## src/rtl/prefetch_queue.sv

```systemverilog
module prefetch_queue #(
  parameter int DEPTH = 6,
  parameter int AW = 16,
  parameter logic [AW-1:0] RESET_VEC = '0,
  localparam int CW = $clog2(DEPTH + 1),
  localparam int PW = $clog2(2 * DEPTH + 1),
  localparam int IW = (DEPTH > 1) ? $clog2(DEPTH) : 1
) (
  input  logic          clk,
  input  logic          rst_n,
  output logic          mem_req,
  output logic [AW-1:0] mem_addr,
  input  logic          mem_rvalid,
  input  logic [7:0]    mem_rdata,
  input  logic          flush,
  input  logic [AW-1:0] flush_addr,
  input  logic          pop,
  output logic          out_valid,
  output logic [7:0]    out_byte,
  output logic [CW-1:0] count,
  output logic          empty
);

  logic [7:0]    slots [DEPTH];
  logic [IW-1:0] rd_ix, wr_ix;
  logic [CW-1:0] occ;
  logic [PW-1:0] pend, stale, live, free;
  logic [AW-1:0] fetch_pc;

  function automatic logic [IW-1:0] bump(input logic [IW-1:0] ix);
    return (ix == IW'(DEPTH - 1)) ? '0 : ix + 1'b1;
  endfunction

  wire drop  = (stale != '0);
  wire wr_en = mem_rvalid && !drop && !flush;
  wire rd_en = pop && out_valid;

  assign live      = pend - stale;
  assign free      = PW'(DEPTH) - PW'(occ);
  assign mem_req   = !flush && (free > live);
  assign mem_addr  = fetch_pc;
  assign out_valid = (occ != '0) && !flush;
  assign out_byte  = slots[rd_ix];
  assign count     = occ;
  assign empty     = (occ == '0);

  always_ff @(posedge clk or negedge rst_n) begin
    if (!rst_n) begin
      rd_ix    <= '0;
      wr_ix    <= '0;
      occ      <= '0;
      pend     <= '0;
      stale    <= '0;
      fetch_pc <= RESET_VEC;
    end else begin
      pend <= pend + PW'(mem_req) - PW'(mem_rvalid);
      if (flush) begin
        stale    <= pend - PW'(mem_rvalid);
        occ      <= '0;
        rd_ix    <= '0;
        wr_ix    <= '0;
        fetch_pc <= flush_addr;
      end else begin
        if (mem_rvalid && drop) stale <= stale - 1'b1;
        if (wr_en) wr_ix <= bump(wr_ix);
        if (rd_en) rd_ix <= bump(rd_ix);
        occ <= occ + CW'(wr_en) - CW'(rd_en);
        if (mem_req) fetch_pc <= fetch_pc + 1'b1;
      end
    end
  end

  always_ff @(posedge clk) begin
    if (wr_en) slots[wr_ix] <= mem_rdata;
  end

endmodule

```

## config.mk

```make
export PLATFORM = sky130hd
export DESIGN_NAME = prefetch_queue
export DESIGN_NICKNAME = d
export VERILOG_FILES = /design/src/rtl/prefetch_queue.sv
export SDC_FILE = /design/constraint.sdc
export NUM_CORES = 1
export LEC_CHECK = 0
export ABC_CLOCK_PERIOD_IN_PS = 6700
export BUFFER_PORTS_ARGS = -buffer_cell sky130_fd_sc_hd__clkbuf_2
export CORE_AREA = 2 2 86 88
export DETAILED_ROUTE_END_ITERATION = 16
export DIE_AREA = 0 0 88 90
export PLACE_DENSITY = 0.81
export SYNTH_ARGS = -nofsm -noshare
export SYNTH_HDL_FRONTEND = slang
export SYNTH_SLANG_ARGS = --single-unit
```

## constraint.sdc

```tcl
create_clock -name clk -period 6.7 [get_ports clk]
set_clock_uncertainty 0.15 [all_clocks]
set_input_delay 0.335 -clock clk [delete_from_list [all_inputs] [get_ports clk]]
set_output_delay 0.335 -clock clk [all_outputs]
set_load 0.02 [all_outputs]
```

# Yosys cells after proc, flatten, opt, wreduce, memory -nomap -nowiden
# Memories as Yosys holds them, arrays and structs flattened.
# Index checks and enable logic that the tools add are counted.
# Widths: inputs -> output; s select.
# word_totals
ff_bits	33
ram_bits	48
in_bits	29
out_inout_bits	30
elab_cells	49
mem_count	1
# mem_list
name	depth	word_bits	read_ports	rd_ports_with_merged_regs	write_ports	line	text
slots	6	8	1	0	1	24	logic [7:0] slots [DEPTH];
# classes
addsub	11
magnitude_cmp	1
eq_ne	2
n_mux	13
reduce_logical	15
# op_table
operator	count
$mux 16	2
$mux 3	7
$add 16x1->16 const B	1
$mux 4	2
$reduce_bool 2->1	4
$sub 4x1->4	2
$add 3x1->3 const B	2
$eq 3x3->1 const B	2
$logic_and 1x1->1	6
$add 4x1->4	1
$gt 4x4->1	1
$reduce_bool 4->1	1
$sub 3x3->4 const A	1
$sub 4x1->4 const B	1
$sub 4x4->4	1
$add 3x1->3	1
$logic_not 3->1	1
$reduce_bool 3->1	1
$sub 3x1->3	1
$logic_not 1->1	2
$mux 1	2

# Depth between registers and ports, before layout
# Gate-level depths: netlist (run 1).
# depth
ltp_word	7
ltp_mapped	15
ltp_nobuf	15

# Worst setup path before layout (run 1)
# No wires, ideal clock.
# synth_path
path_kind	register to register
startpoint	register stale[1]
endpoint	register pend[1]
setup_ns	0.136
arrival_time_ns	3.004
t_required_ns	6.414
setup_slack_ns	3.410
path_stages_with_launch	12
n_path_buf	0
period_less_slack_ns	3.290
cell_sequence	dfrtp_1 -> inv_1 -> ha_1 -> a21o_1 -> a21oi_1 -> xnor2_1 -> ha_1 -> and4_1 -> a21oi_1 -> nor2b_1 -> ha_1 -> fa_1
# synth_via
elab_chain_len	5
# synth_lines
item	line	text
from (decl)	27	logic [PW-1:0] pend, stale, live, free;
from (signal assigned)	58	stale <= pend - PW'(mem_rvalid);
from (signal assigned)	64	if (mem_rvalid && drop) stale <= stale - 1'b1;
$sub 4x4->4	38	assign live = pend - stale;
$gt 4x4->1	40	assign mem_req = !flush && (free > live);
$logic_and 1x1->1	40	
named net mem_req	11	output logic mem_req,
$add 4x1->4	56	pend <= pend + PW'(mem_req) - PW'(mem_rvalid);
$sub 4x1->4	56	
to (signal assigned)	56	
to (decl)	27	
# The timed path passes the listed nets, and every way through them passes these cells.
# A chain may end at the register's enable or synchronous reset.

# Final worst setup path (run 1)
# layout_path
startpoint	register stale[1]
endpoint	register pend[2]
# layout_via
elab_chain_len	5
# layout_lines
item	line
$sub 4x4->4	38
$gt 4x4->1	40
$logic_and 1x1->1	40
$add 4x1->4	56
$sub 4x1->4	56
# No other way between the ends.

==> impl_results.md, run 1 <==
- CP Buf/Inv Count: 1
- Clk_lat worst skew: approximately 0.35 ns
- Starting density of the core: 0.579
- Via count: 2622
- Req. time, crit path: ~6.8 ns
- Post-Syn Area: 4060 sq um
- Max-slew violation count: 0
- Crit path DAT: 3.75 ns
- Largest net degree at the start of global routing: 40
- Pwr dens: 400 nW/um^2
- Crit end category: flip-flop
- RSZ-0062 raised after global routing: false
- Die area: about 7900 sq um
- CP top delay family: adder cells
- Drt initial violations: 93
- Grt ovf: 0
- Worst R2R End: pend[2]$_DFF_PN0_
- Yosys cell types: between 40 and 50
- Syn Nets: 379
- Cell Chain, Critical Path: inv_1 -> ha_1 -> a21o_1 -> a21oi_1 -> xnor2_1 -> ha_1 -> a21oi_2 -> a21oi_1 -> nor2b_1 -> ha_1 -> fa_1 -> xnor2_1
- Ys Warns: 0
- Yosys top cell area share: 0.355
- CTS root buf: clkbuf_8
- Final Hold Fails: 0
- GPL Wtd Cong: between 0.8 and 0.9
- Via/cell ratio: ~5.3
- Ratio of cells with drive above 1 in the final layout: 0.251
- Post-CTS resize count: 0
- Startpoint type of the worst setup path: flip-flop
- First-pass GRT wire length: 12.6 mm
- WL/cell: between 15 and 20 um
- EDFF count, synth: 48
- Antenna violations before repair: 0
- Nets: around 440
- Ys async rst share: 0.407
- Top cells by count, synth: edfxtp_1, dfrtp_1, nand2_1
- Die width: 88 um
- Clock Sinks: 81
- Antenna cells: 0
- HP Class: in -> reg
- Layout overhead on the synthesized area: 14.6%
- Tot GR Track Use: 0.206
- Clock-pin slew on the worst setup and hold paths: 0.09 ns
- Fin Setup TNS: 0 ns
- Slowest stage delay, CP: 0.56 ns
- Synth top area cells: edfxtp_1, dfrtp_1, ha_1
- Ys flop type: edfxtp_1
- Cell repeated most along the worst path: ha_1
- Peak fanout along the critical path: 14
- Rel. slew slack: 0.283
- Die H: 90 um
- I/O pins: 59
- H-Tree Depth: 3
- Max Root-Sink Buffers: 2
- Hold_sp: flush_addr[6]
- Count leader, synth: edfxtp_1
- Worst VDD drop: just under 0.3 mV
- Final min period: around 3.7 ns
- FF-to-FF Start: stale[1]$_DFFE_PN0P_
- Hold slack: 0.0342 ns
- Reg2Reg Setup Slack: 3.05 ns
- Rows: 31
- CP Class: reg -> reg
- Leakage: 1.88 nW
- R2R depth: 12
- Area leader, netlist: edfxtp_1
- Core ar.: 7020 sq um
- CTS buffer count: 9
- Fin crit share: 0.545
- First-pass DRT Iterations: 4
- Slew @ Worst Pin: 1.08 ns
- CTS tree: yes
- Max-Cap Viols: 0
- FMAX: 0.274 GHz
- Outcome: finished clean
- Flops & latches, synth: 81
- Dpl hpwl: 5.34 mm
- Port Buf Inserts: 58
- Hold path depth: 3
- Post-route ant nets: 0
- # setup viols final: 0
- Vias in the first global route: 2632
- Seq/Total Area, Yosys: 0.558
- Slowest stage cell on the critical path: a21oi_2
- Worst hold endpoint: mem_addr[6]$_DFFE_PN0P_
- DR DRC count: 0
- Synthesized area per cell: 12.5 sq um
- Cells after Synth: 325
- Routed WL: 7.47 mm
[per-stage QoR]
step | worst slack (ns) | instances | cell area, sq um | util | total power, W
finish | 3.05 | 493 | 4660 | 0.663 | 0.00186
global placement | 3.22 | 476 | 4470 | 0.636 | 0.00151
CTS | 3.02 | 493 | 4660 | 0.663 | 0.00188
global route | 2.80 | 493 | 4660 | 0.663 | 0.00203
floorplan | 3.41 | 325 | 4060 | - | 0.00137
detailed placement | 3.05 | 476 | 4470 | 0.636 | 0.00155
[metal layers]
metal / track usage / vias up / part of all wire
met2: 0.344 / 59 / 0.52
met1: 0.269 / 1268 / 0.43
met3: 0.0468 / 7 / 0.041
li1: - / 1288 / -
met4: 0.0577 / 0 / 0.010
met5: 0 / - / 0
[tightest hold or removal path: stages]
cell and delay, ns:
clkbuf_2 0.07, nand2_1 0.04, nand3_1 0.05
[worst max-delay path by stage]
| stage | cells after the start | slack [ns] | startpoint | end |
|---|---|---|---|---|
| floorplan | 11 | 3.41 | stale[1]$_DFFE_PN0P_ | pend[1]$_DFF_PN0_ |
| global placement | 12 | 3.22 | stale[1]$_DFFE_PN0P_ | pend[2]$_DFF_PN0_ |
| detailed placement | 12 | 3.05 | stale[1]$_DFFE_PN0P_ | pend[2]$_DFF_PN0_ |
| CTS | 10 | 3.02 | stale[1]$_DFFE_PN0P_ | mem_req |
| global route | 12 | 2.80 | stale[1]$_DFFE_PN0P_ | pend[2]$_DFF_PN0_ |
| finish | 12 | 3.05 | stale[1]$_DFFE_PN0P_ | pend[2]$_DFF_PN0_ |
[layout by cell type (no fill, tap or decap), drive strengths merged, types with 8 or more instances in the layout]
cell	netlist	routed
o21ai	18	18
nand2	26	26
ha	22	22
inv	24	28
xnor2	23	23
mux4	8	8
dfrtp	33	33
edfxtp	48	48
mux2i	10	10
clkbuf	6	67
a21oi	20	20
nor2	22	22
a211oi	8	8
[cells by family after synthesis]
| group | share of synthesized area |
|---|---|
| AND/OR/NAND/NOR | 0.104 |
| buffers and inverters | 0.0360 |
| AO/OA/AOI/OAI | 0.0841 |
| flip-flops | 0.558 |
| multiplexers | 0.0745 |
| XOR/XNOR | 0.0604 |
| adder cells (fa/ha/maj) | 0.0825 |
[what timing repair did]
action / in CTS / in global routing
setup buffers: 0 / 0
hold buffers: 1 / 0
hold endpoints to repair: 33 / 0
[cell type report]
type / count / area, sq um
fill: 541 / 2360
sequential: 81 / 2270
multi-input combinational: 208 / 1650
timing repair buffer: 65 / 345
clock buffer: 9 / 124
tap: 99 / 124
inverter: 24 / 90.1
clock inverter: 7 / 57.6
[where the power goes]
| part | switching [W] | leakage (nW) | internal (W) |
|---|---|---|---|
| clock | 0.000189 | 0.0886 | 0.000140 |
| sequential | 0.0000897 | 0.843 | 0.000588 |
| combinational | 0.000504 | 0.943 | 0.000353 |
[sequential cells by signal, summed over array words and instances (netlist names)]
register and flops:
stale 4, rd_ix 3, slots 48, count 3
mem_addr 16, pend 4, wr_ix 3
Power figures use the tool's default switching activity.
==> run 2: changes to the inputs <==
Settings changed: ABC_CLOCK_PERIOD_IN_PS 6700 to 3700, CORE_AREA 2 2 86 88 to 2 2 88 90, DIE_AREA 0 0 88 90 to 0 0 90 92, PLACE_DENSITY 0.81 to 0.78.
Clock period 6.7 ns to 3.7 ns, I/O delays scaled along.
==> impl_results.md, run 2 (synthesis results as in run 1) <==
- Cell count after placement: 482 (was 476)
- Final min period: 3.26 ns (was 3.65 ns)
- Max-slew violation count: 0 (unchanged)
- RSZ-0062 raised after global routing: false (unchanged)
- Worst VDD drop: 0.421 mV (was 0.295 mV)
- CTS tree: yes (unchanged)
- Antenna cells: 0 (unchanged)
- Setup Fix Bufs, Post-CTS: 0 (unchanged)
- Starting density of the core: 0.546 (was 0.579)
- Clock Sinks: 81 (unchanged)
- Peak fanout along the critical path: 4 (was 14)
- First-pass GRT wire length: 13.2 mm (was 12.6 mm)
- Rel. slew slack: 0.444 (was 0.283)
- Filler Cell Count: 577 (was 541)
- DR DRC count: 0 (unchanged)
- WL/cell: 15.0 um (was 15.2 um)
- First-pass DRT Iterations: 4 (unchanged)
- Commonest non-fill, non-tap cell in the layout: clkbuf_2 (unchanged)
- Rows: 32 (was 31)
- Final std cells w/o fill: 524 (was 493)
- Routed WL: 7.85 mm (was 7.47 mm)
- Vias in the first global route: 2800 (was 2632)
- Fin crit share: 0.881 (was 0.545)
- Most frequent cells in the layout: clkbuf_2, edfxtp_1, dfrtp_1 (unchanged)
- Drt initial violations: 103 (was 93)
- Port Buf Inserts: 58 (unchanged)
- Crit end category: flip-flop (unchanged)
- CP Class: reg -> reg (unchanged)
- Setup slack at placement: 0.446 ns (was 3.05 ns)
- H-Tree Depth: 3 (unchanged)
- GPL Wtd Cong: 0.809 (was 0.846)
- Largest net degree at the start of global routing: 42 (was 40)
- Nets: 471 (was 443)
- Req. time, crit path: 3.77 ns (was 6.80 ns)
- Grt ovf: 0 (unchanged)
- Worst setup margin: 0.439 ns (was 3.05 ns)
- Final Hold Fails: 0 (unchanged)
- Ratio of cells with drive above 1 in the final layout: 0.242 (was 0.251)
- Core ar.: 7450 sq um (was 7020 sq um)
- Leakage: 2.01 nW (was 1.88 nW)
- Via count: 2727 (was 2622)
- Crit path DAT: 3.34 ns (was 3.75 ns)
- Largest register FFs: 48 (unchanged)
- Tot GR Track Use: 0.204 (was 0.206)
- Startpoint type of the worst setup path: flip-flop (unchanged)
- Post-route ant nets: 0 (unchanged)
- Outcome: finished clean (unchanged)
- Max Root-Sink Buffers: 2 (unchanged)
- Die H: 92 um (was 90 um)
- Slew @ Worst Pin: 0.834 ns (was 1.08 ns)
- Fin Setup TNS: 0 ns (unchanged)
- Die width: 90 um (was 88 um)
- Clk_lat worst skew: 0.35 ns (about the same)
- HP Class: in -> reg (unchanged)
- Layout overhead on the synthesized area: 22.1% (was 14.6%)
- # setup viols final: 0 (unchanged)
- Max-Cap Viols: 0 (unchanged)
- Clock-pin slew on the worst setup and hold paths: 0.08 ns (was 0.09 ns)
- I/O pins: 59 (unchanged)
- CTS root buf: clkbuf_8 (unchanged)
- CTS buffer count: 9 (unchanged)
- Dpl hpwl: 5.41 mm (was 5.34 mm)
- Biggest register: slots (unchanged)
- Die area: 8280 sq um (was 7920 sq um)
- Pwr dens: 707 nW/um^2 (was 400 nW/um^2)
- FMAX: 0.307 GHz (was 0.274 GHz)
- Via/cell ratio: 5.20 (was 5.32)
- Antenna violations before repair: 0 (unchanged)
==> run 2: cell types whose count changed in the layout (fill, tap and decap cells not counted), sizes merged <==
cell,change
dlygate4sd3,+25
buf,+3
bufinv,+1
clkinvlp,-1
==> run 2: worst max-delay path, stage by stage, from the launching register on <==
cell and delay, ns:
dfrtp_1 0.40, inv_1 0.14, ha_1 0.25, a21o_1 0.15, a21oi_1 0.17, xnor2_1 0.15
ha_1 0.32, and4_1 0.25, a21oi_1 0.27, nor2b_1 0.25, ha_1 0.22, fa_1 0.41
==> run 2: final cells by class <==
class	count	area (sq um)	area share
clock buffers	9	124	0.0250
clock inverters	7	83.8	0.0169
inverters	24	90.1	0.0182
multi-input cells	208	1650	0.332
flip-flops and latches	81	2270	0.457
well taps	102	128	0.0257
repair buffers	93	618	0.125
==> run 2: per-layer routing <==
metal / vias to the layer above / track usage / wire (um)
met2: 57 / 0.351 / 3990
met3: 17 / 0.0370 / 261
met5: - / 0 / 0
li1: 1345 / - / -
met1: 1308 / 0.256 / 3430
met4: 0 / 0.0897 / 167
==> run 2: where the power goes <==
| group | internal [W] | switching (W) |
|---|---|---|
| clock network | 0.000324 | 0.000340 |
| logic | 0.000705 | 0.000923 |
| registers | 0.00106 | 0.000152 |
==> run 2: what timing repair did <==
item	in CTS	in global routing
gates resized for setup	0	0
hold buffers	26	0
endpoints found under the hold margin	100	0
==> run 2: final timing paths <==
check | startpoint | endpoint | slack (ns) | cells past startpoint
setup / recovery | stale[1]$_DFFE_PN0P_ | pend[1]$_DFF_PN0_ | 0.44 | 11
hold / removal | pop | rd_ix[1]$_DFFE_PN0P_ | 0.02 | 4
setup reg to reg | stale[1]$_DFFE_PN0P_ | pend[1]$_DFF_PN0_ | 0.44 | 11
hold reg to reg | mem_addr[15]$_DFFE_PN0P_ | mem_addr[15]$_DFFE_PN0P_ | 0.43 | 2
max in group asynchronous | rst_n | pend[0]$_DFF_PN0_ | 2.56 | 2
min in group asynchronous | rst_n | mem_addr[9]$_DFFE_PN0P_ | 0.31 | 2
==> run 2: through the flow <==
| stage | area [sq um] | util | hold slack (ns) | power, W |
|---|---|---|---|---|
| after CTS | 4960 | 0.666 | 0.0107 | 0.00354 |
| after global placement | 4490 | 0.603 | 0.167 | 0.00280 |
| after floorplan | 4060 | - | -0.261 | 0.00247 |
| after detailed placement | 4490 | 0.603 | 0.180 | 0.00285 |
| after global routing | 4960 | 0.666 | 0.0688 | 0.00377 |
| final | 4960 | 0.666 | 0.0235 | 0.00351 |
